## src/rtl/baud_gen_pkg.sv

```systemverilog
package baud_gen_pkg;
   localparam int unsigned DEF_CD_W     = 16;
   localparam int unsigned DEF_BDIV_W   = 8;
   localparam int unsigned DEF_PRESCALE = 8;

   // Counter width needed to count 0 .. n-1 (at least 1 bit).
   function automatic int unsigned cnt_width(input int unsigned n);
      int unsigned w;
      w = 1;
      while ((1 << w) < n) w++;
      return w;
   endfunction
endpackage

```

## src/rtl/baud_prescale.sv

```systemverilog
module baud_prescale
   import baud_gen_pkg::*;
#(
   parameter int unsigned DIV = DEF_PRESCALE
) (
   input  logic clk,
   input  logic rst_n,
   input  logic clr,
   input  logic sel,
   output logic adv
);
   generate
      if (DIV > 1) begin : g_div
         localparam int unsigned PW = cnt_width(DIV);
         localparam logic [PW-1:0] LAST = PW'(DIV - 1);
         logic [PW-1:0] pcnt;

         always_ff @(posedge clk or negedge rst_n) begin
            if (!rst_n)             pcnt <= '0;
            else if (clr || !sel)   pcnt <= '0;
            else if (pcnt == LAST)  pcnt <= '0;
            else                    pcnt <= pcnt + 1'b1;
         end

         assign adv = !sel || (pcnt == LAST);
      end else begin : g_pass
         assign adv = 1'b1;
      end
   endgenerate
endmodule

```

## src/rtl/baud_sample_div.sv

```systemverilog
module baud_sample_div #(
   parameter int unsigned W = 16
) (
   input  logic         clk,
   input  logic         rst_n,
   input  logic         clr,
   input  logic         adv,
   input  logic [W-1:0] div,
   output logic         tick
);
   logic [W-1:0] scnt;
   logic         live;
   logic         at_end;

   assign live   = adv && (div != '0);
   assign at_end = (scnt == (div - 1'b1));
   assign tick   = live && at_end && !clr;

   always_ff @(posedge clk or negedge rst_n) begin
      if (!rst_n)       scnt <= '0;
      else if (clr)     scnt <= '0;
      else if (live)    scnt <= at_end ? '0 : scnt + 1'b1;
   end
endmodule

```

## src/rtl/baud_bit_div.sv

```systemverilog
module baud_bit_div #(
   parameter int unsigned W = 8
) (
   input  logic         clk,
   input  logic         rst_n,
   input  logic         clr,
   input  logic         adv,
   input  logic [W-1:0] div,
   output logic         tick
);
   logic [W-1:0] bcnt;
   logic         at_end;

   assign at_end = (bcnt == div);
   assign tick   = adv && at_end && !clr;

   always_ff @(posedge clk or negedge rst_n) begin
      if (!rst_n)     bcnt <= '0;
      else if (clr)   bcnt <= '0;
      else if (adv)   bcnt <= at_end ? '0 : bcnt + 1'b1;
   end
endmodule

```

## src/rtl/uart_baud_tickgen.sv

```systemverilog
module uart_baud_tickgen
   import baud_gen_pkg::*;
#(
   parameter int unsigned CD_W     = DEF_CD_W,
   parameter int unsigned BDIV_W   = DEF_BDIV_W,
   parameter int unsigned PRESCALE = DEF_PRESCALE
) (
   input  logic              clk,
   input  logic              rst_n,
   input  logic              pre_sel,
   input  logic [CD_W-1:0]   cd_val,
   input  logic [BDIV_W-1:0] bdiv_val,
   output logic              sample_en,
   output logic              baud_en
);
   generate
      if (CD_W < 2) begin : g_bad_cd
         $error("CD_W must be at least 2");
      end
      if (BDIV_W < 1) begin : g_bad_bdiv
         $error("BDIV_W must be at least 1");
      end
      if (PRESCALE < 1) begin : g_bad_pre
         $error("PRESCALE must be at least 1");
      end
   endgenerate

   logic [CD_W-1:0]   cd_q;
   logic [BDIV_W-1:0] bdiv_q;
   logic              sel_q;
   logic              restart;
   logic              pre_adv;
   logic              s_tick;
   logic              b_tick;

   assign restart = (cd_val != cd_q) || (bdiv_val != bdiv_q) || (pre_sel != sel_q);

   always_ff @(posedge clk or negedge rst_n) begin
      if (!rst_n) begin
         cd_q   <= '0;
         bdiv_q <= '0;
         sel_q  <= 1'b0;
      end else if (restart) begin
         cd_q   <= cd_val;
         bdiv_q <= bdiv_val;
         sel_q  <= pre_sel;
      end
   end

   baud_prescale #(.DIV(PRESCALE)) u_pre (
      .clk   (clk),
      .rst_n (rst_n),
      .clr   (restart),
      .sel   (sel_q),
      .adv   (pre_adv)
   );

   baud_sample_div #(.W(CD_W)) u_smp (
      .clk   (clk),
      .rst_n (rst_n),
      .clr   (restart),
      .adv   (pre_adv),
      .div   (cd_q),
      .tick  (s_tick)
   );

   baud_bit_div #(.W(BDIV_W)) u_bit (
      .clk   (clk),
      .rst_n (rst_n),
      .clr   (restart),
      .adv   (s_tick),
      .div   (bdiv_q),
      .tick  (b_tick)
   );

   always_ff @(posedge clk or negedge rst_n) begin
      if (!rst_n) begin
         sample_en <= 1'b0;
         baud_en   <= 1'b0;
      end else begin
         sample_en <= s_tick;
         baud_en   <= b_tick;
      end
   end
endmodule

```

## config.mk

```make
export PLATFORM = sky130hd
export DESIGN_NAME = uart_baud_tickgen
export DESIGN_NICKNAME = d
export VERILOG_FILES = /design/src/rtl/baud_gen_pkg.sv /design/src/rtl/baud_prescale.sv /design/src/rtl/baud_sample_div.sv /design/src/rtl/baud_bit_div.sv /design/src/rtl/uart_baud_tickgen.sv
export SDC_FILE = /design/constraint.sdc
export NUM_CORES = 1
export LEC_CHECK = 0
export BUFFER_PORTS_ARGS = -buffer_cell sky130_fd_sc_hd__buf_2
export CORE_MARGIN = 1
export CORE_UTILIZATION = 45
export DETAILED_ROUTE_END_ITERATION = 8
export MAX_ROUTING_LAYER = met4
export PLACE_DENSITY = 0.72
export SYNTH_ARGS = -nofsm -noshare
export SYNTH_HDL_FRONTEND = slang
export SYNTH_SLANG_ARGS = --single-unit
```

## constraint.sdc

```tcl
create_clock -name clk -period 5 [get_ports clk]
set_input_delay 1 -clock clk [delete_from_list [all_inputs] [get_ports clk]]
set_output_delay 1 -clock clk [all_outputs]
set_load 0.02 [all_outputs]
```

After elaboration in Yosys (flattened, before gate mapping)
Index checks and enable logic that the tools add are counted.
{ "totals": {"in_bits": 27, "register_bits": 54} }
{ "op_classes": {"n_addsub": 4, "eq_ne": 6, "n_mux": 8, "n_reduce_logical": 14} }
{ "ops": {"columns": ["operator", "count"], "rows": [
  ["16-bit 2-to-1 mux", 3],
  ["8-bit 2-to-1 mux", 3],
  ["16-bit by 1-bit adder with 16-bit output, second input constant", 1],
  ["16-bit equality test", 1],
  ["16-bit inequality test", 1],
  ["16-bit nonzero test", 1],
  ["16-bit by 1-bit subtractor with 16-bit output, second input constant", 1],
  ["8-bit by 1-bit adder with 8-bit output, second input constant", 1],
  ["8-bit equality test", 1],
  ["8-bit inequality test", 1],
  ["3-bit 2-to-1 mux", 2],
  ["1-bit logical AND", 5],
  ["1-bit logical OR", 4],
  ["2-bit nonzero test", 2],
  ["3-bit by 1-bit adder with 3-bit output, second input constant", 1],
  ["3-bit equality test, second input constant", 1],
  ["1-bit logical NOT", 2],
  ["1-bit inequality test", 1]
]} }

Longest topological paths before layout
{ "depth": {"word_depth": 7, "mapped_depth": 11} }

Cells and area by module
A second synthesis with hierarchy kept.
{ "hier_totals": {"cells_unflattened": 346, "area_unflattened_um2": 3326.9} }
{ "modules_own_cells": {"columns": ["mod", "seq_area_each_um2", "cells_each", "n_inst", "area_each_um2"], "rows": [
  ["baud_sample_div", 400.4, 200, 1, 1626.6],
  ["uart_baud_tickgen", 675.6, 86, 1, 1048.5],
  ["baud_bit_div", 200.2, 51, 1, 513.0],
  ["baud_prescale", 75.1, 9, 1, 138.9]
]} }

Worst setup path after synthesis
No wires, ideal clock.
{ "synth_path": {"path_kind": "flip-flop to flip-flop", "start": "register cd_q[2]", "end": "register u_bit.bcnt[6]", "path_buffers": 2, "t_arrival_ns": 2.533, "required_time_ns": 4.864, "path_stages_with_launch": 9, "setup_time_ns": 0.136, "setup_slack_ns": 2.330, "cell_sequence": "dfrtp_1 > buf_6 > or4_4 > buf_6 > or4_4 > o31ai_4 > o2111ai_2 > o41ai_1 > a21oi_1"} }
{ "synth_between": {"elab_chain_cells": 6, "word_cells_on_any_way": 12, "cone_classes": "add/sub (1); eq/ne (2); mux (1); reduce/logical (8)"} }
{ "synth_lines": {"columns": ["element", "line_no", "rtl"], "rows": [
  ["start: declaration", "uart_baud_tickgen.sv:28", "logic [CD_W-1:0] cd_q;"],
  ["start signal: assignment", "uart_baud_tickgen.sv:44", "cd_q <= cd_val;"],
  ["branches (longest 6 deep; another with 16-bit by 1-bit subtractor with 16-bit output)", null, null],
  ["end signal: assignment", "baud_bit_div.sv:20", "else if (adv) bcnt <= at_end ? '0 : bcnt + 1'b1;"],
  ["end: declaration", "baud_bit_div.sv:11", "logic [W-1:0] bcnt;"]
]} }
Parallel ways; which one is timed is not known.
A chain may end at the register's enable or synchronous reset.

Worst setup path after layout
{ "layout_path": {"start": "input bdiv_val[3]", "end": "register u_smp.scnt[15]"} }
{ "layout_between": {"elab_chain_cells": 4, "word_cells_on_any_way": 5, "cone_classes": "eq/ne (1); mux (1); reduce/logical (3)"} }
{ "layout_lines": {"columns": ["element", "line_no", "rtl"], "rows": [
  ["start: declaration", "uart_baud_tickgen.sv:12", "input logic [BDIV_W-1:0] bdiv_val,"],
  ["8-bit inequality test *", "uart_baud_tickgen.sv:36", "assign restart = (cd_val != cd_q) || (bdiv_val != bdiv_q) || (pre_sel != sel_q);"],
  ["1-bit logical OR * (2 in series)", "uart_baud_tickgen.sv:36", null],
  ["16-bit 2-to-1 mux / 2-bit nonzero test (equally long branches)", null, null],
  ["end signal: assignment", "baud_sample_div.sv:22", "else if (live) scnt <= at_end ? '0 : scnt + 1'b1;"],
  ["end: declaration", "baud_sample_div.sv:11", "logic [W-1:0] scnt;"]
]} }
Every way passes the cells marked *; elsewhere a longest branch is shown, timed or not.

==> reports/summary.txt <==
Final core occ: 50.1%
Area share of the largest cell type after synthesis: 41.4%
Finished Cell Area: 3460 um2
Skew final: 10.7 ps
Mean Syn Cell Area: 9.71 um2
GR Overflow Total: 0
Vias post-DR: 2401
I/O pins: 29
Port Buffers: 28
GRT Total Usage: 21.2%
Synthesized instance count: 336
Hold path endpoint: u_pre.g_div.pcnt[0]$_DFF_PN0_
RSZ-0062 raised after global routing: no
Nets: 368
Routed len/inst: 16.3 um
Layout cells sized above 1: 18.4%
Slew @ Worst Pin: 848 ps
R2r worst-path depth: 7
Area contributors post-synth: dfrtp_1 (41%), xnor2_1 (11%), xor2_1 (7.0%)
Antenna viol nets, final: 0
Post-DP HPWL: 5270 um
Diode count: 0
Slew headroom: 43.3%
Ys Warns: 0
Netlist Area Pre-Place: 3260 um2
Root buffer cell: clkbuf_8
Die area: 7600 um2
Minimum clock period: 3160 ps
CP required: 5200 ps
Drc violations: 0
RR Endpoint: baud_en$_DFF_PN0_
Yosys cell types: 49
Skew-Pair Late Insertion Delay: 310 ps
Std cell rows: 30
Die height: 87.2 um
Cts hold-fix bufs: 0
Largest net degree at the start of global routing: 34
Iter 0 DRT Violations: 121
PostCTS Resize Cnt: 0
Crit path max fanout: 17
R2r setup slk: 1900 ps
H-tree depth: 2
Initial antenna violation count: 0
Status: completed
Yosys top cell by area: dfrtp_1
Hold Path Depth: 1
Static leakage: 1.34 nW
Share of flip-flops with an asynchronous set or reset: 100%
Top FF cell, synth: dfrtp_1
Final Setup Violations: 0
Final Slew Violations: 0
Post-CTS setup buffers: 0
CP endpoint kind: flip-flop
CTS tree: done
Clock Sinks: 54
Setup_tns: 0 ps
Layout Area Growth over Synthesis: 6.02%
Startpoint Class: input port
Sequential area share after synthesis: 41.4%
Initial Util: 47.2%
Fin crit share: 63.3%
IR drop worst, VDD: 144 uV
Seq cells post-synth: 54
Worst Path Arrival: 3360 ps
Worst min path class: flip-flop to flip-flop
Fmax: 0.316 GHz
Detail-routed via count per cell: 5.55
Worst Hold Launch: u_pre.g_div.pcnt[0]$_DFF_PN0_
PwrDens: 232 nW/um2
Die width: 87.2 um
Core area: 6910 um2
TritonCTS Buffers: 5
Placed Area: 3370 um2
Hold Vio Cnt, Final: 0
First-pass GRT wire length: 12000 um
Mapped Nets: 368
Reg-to-Reg Start: cd_q[4]$_DFFE_PN0N_
WL final: 7070 um
Final hold slack: 466 ps
Final RePlAce weighted congestion: 0.850
CTS clk-pin slew, worst paths: 110 ps
EDFF count, synth: 0
TritonRoute pass-1 iters: 4
Vias in the first global route: 2474
Max Root-Sink Buffers: 2
Max-Cap Viols: 0
Critical path class: input port to flip-flop
[synth_stat cells (3+ instances only)]
library cell	instances
dfrtp_1	54
xnor2_1	42
o31ai_1	6
and3_1	8
nor3b_1	6
nand2_1	13
nand3b_1	3
xor2_1	26
nor4_1	10
nand4_1	16
inv_1	4
nor2_1	17
and2_1	4
or4_4	3
nor2b_1	3
clkbuf_1	30
buf_6	3
o21ai_0	8
a21oi_1	13
nand3_1	9
nor3_1	11
ha_1	5
nor2_2	10
[logic make-up after synthesis]
group	count (synthesis)	synth area share (%)
adder cells (fa/ha/maj)	5	1.92
XOR/XNOR	68	18.3
buffers and inverters	41	5.94
AO/OA/AOI/OAI	45	10.3
AND/OR/NAND/NOR	123	22.2
flip-flops	54	41.4
[placed cells by master (no fill, tap or decap), types with 2 or more instances in the layout]
cell / synthesis / final
nor4_1: 10 / 10
and2_1: 4 / 4
or2_2: 2 / 2
nor3_1: 11 / 11
o2111a_1: 2 / 2
buf_2: 2 / 28
dfrtp_1: 54 / 54
xnor2_1: 42 / 42
o31ai_1: 6 / 6
o41ai_1: 2 / 2
nor3b_1: 6 / 6
nand4_1: 16 / 16
nor2_2: 10 / 10
a31oi_2: 1 / 2
buf_4: 1 / 2
a21oi_1: 13 / 13
or3_1: 2 / 2
xor2_1: 26 / 26
o2111ai_1: 2 / 2
o21ai_0: 8 / 8
ha_1: 5 / 5
nand2_1: 13 / 13
clkbuf_8: 0 / 5
nor2b_1: 3 / 3
nand3_1: 9 / 9
or4_4: 3 / 3
and3_1: 8 / 8
inv_1: 4 / 4
nand3b_1: 3 / 3
nor2_1: 17 / 17
[how the worst max path moves through the flow]
stage / start / end / slack [ps] / cells past startpoint
2_1_floorplan: cd_q[2]$_DFFE_PN0N_ / u_bit.bcnt[6]$_DFFE_PN0P_ / 2330 / 8
3_3_place_gp: bdiv_val[3] / u_smp.scnt[15]$_DFFE_PN0P_ / 1570 / 8
3_5_place_dp: bdiv_val[3] / u_smp.scnt[15]$_DFFE_PN0P_ / 1600 / 8
4_1_cts: bdiv_val[3] / u_smp.scnt[15]$_DFFE_PN0P_ / 1900 / 8
5_1_grt: bdiv_val[3] / u_smp.scnt[15]$_DFFE_PN0P_ / 1740 / 8
6_report: bdiv_val[3] / u_smp.scnt[15]$_DFFE_PN0P_ / 1840 / 8
[per-layer routing]
metal / wire (um) / track usage, %
met4: 63 / 5.37
met5: 0 / -
met1: 3310 / 28.0
met2: 3480 / 34.2
met3: 212 / 3.51
[registers in the layout, summed over array words and instances, names as in the netlist]
register and flops:
baud_en 1, bdiv_q 8, cd_q 16, sample_en 1, sel_q 1, u_bit.bcnt 8
u_pre.g_div.pcnt 3, u_smp.scnt 16
[power by group]
part           switching [W]  internal (W)  total [W]
combinational      0.0000485     0.0000363  0.0000848
clock               0.000154      0.000102   0.000256
sequential         0.0000162      0.000447   0.000463
total               0.000219      0.000585   0.000803
[per-stage QoR]
step                      total power (W)  setup slack [ps]  std cells
after global placement           0.000554              1570        425
after CTS                        0.000810              1900        433
after detailed placement         0.000556              1600        425
final                            0.000803              1840        433
after floorplan                  0.000525              2330        336
after global routing             0.000844              1740        433
[cell type report]
type                       count  area (um2)
fill                         668        3450
tap                           96         120
clock buffer                   5        68.8
multi-input combinational    241        1720
clock inverter                 3        25.0
inverter                       4        15.0
timing repair buffer          30         155
sequential                    54        1350
[critical path: stages]
cell and delay, ps:
buf_2 110, xnor2_1 300, nand4_1 150, nor4_1 310
nand4_1 710, o2111ai_1 490, xor2_1 230, nor2_2 50
No activity file was read; power rests on OpenSTA's default activity.
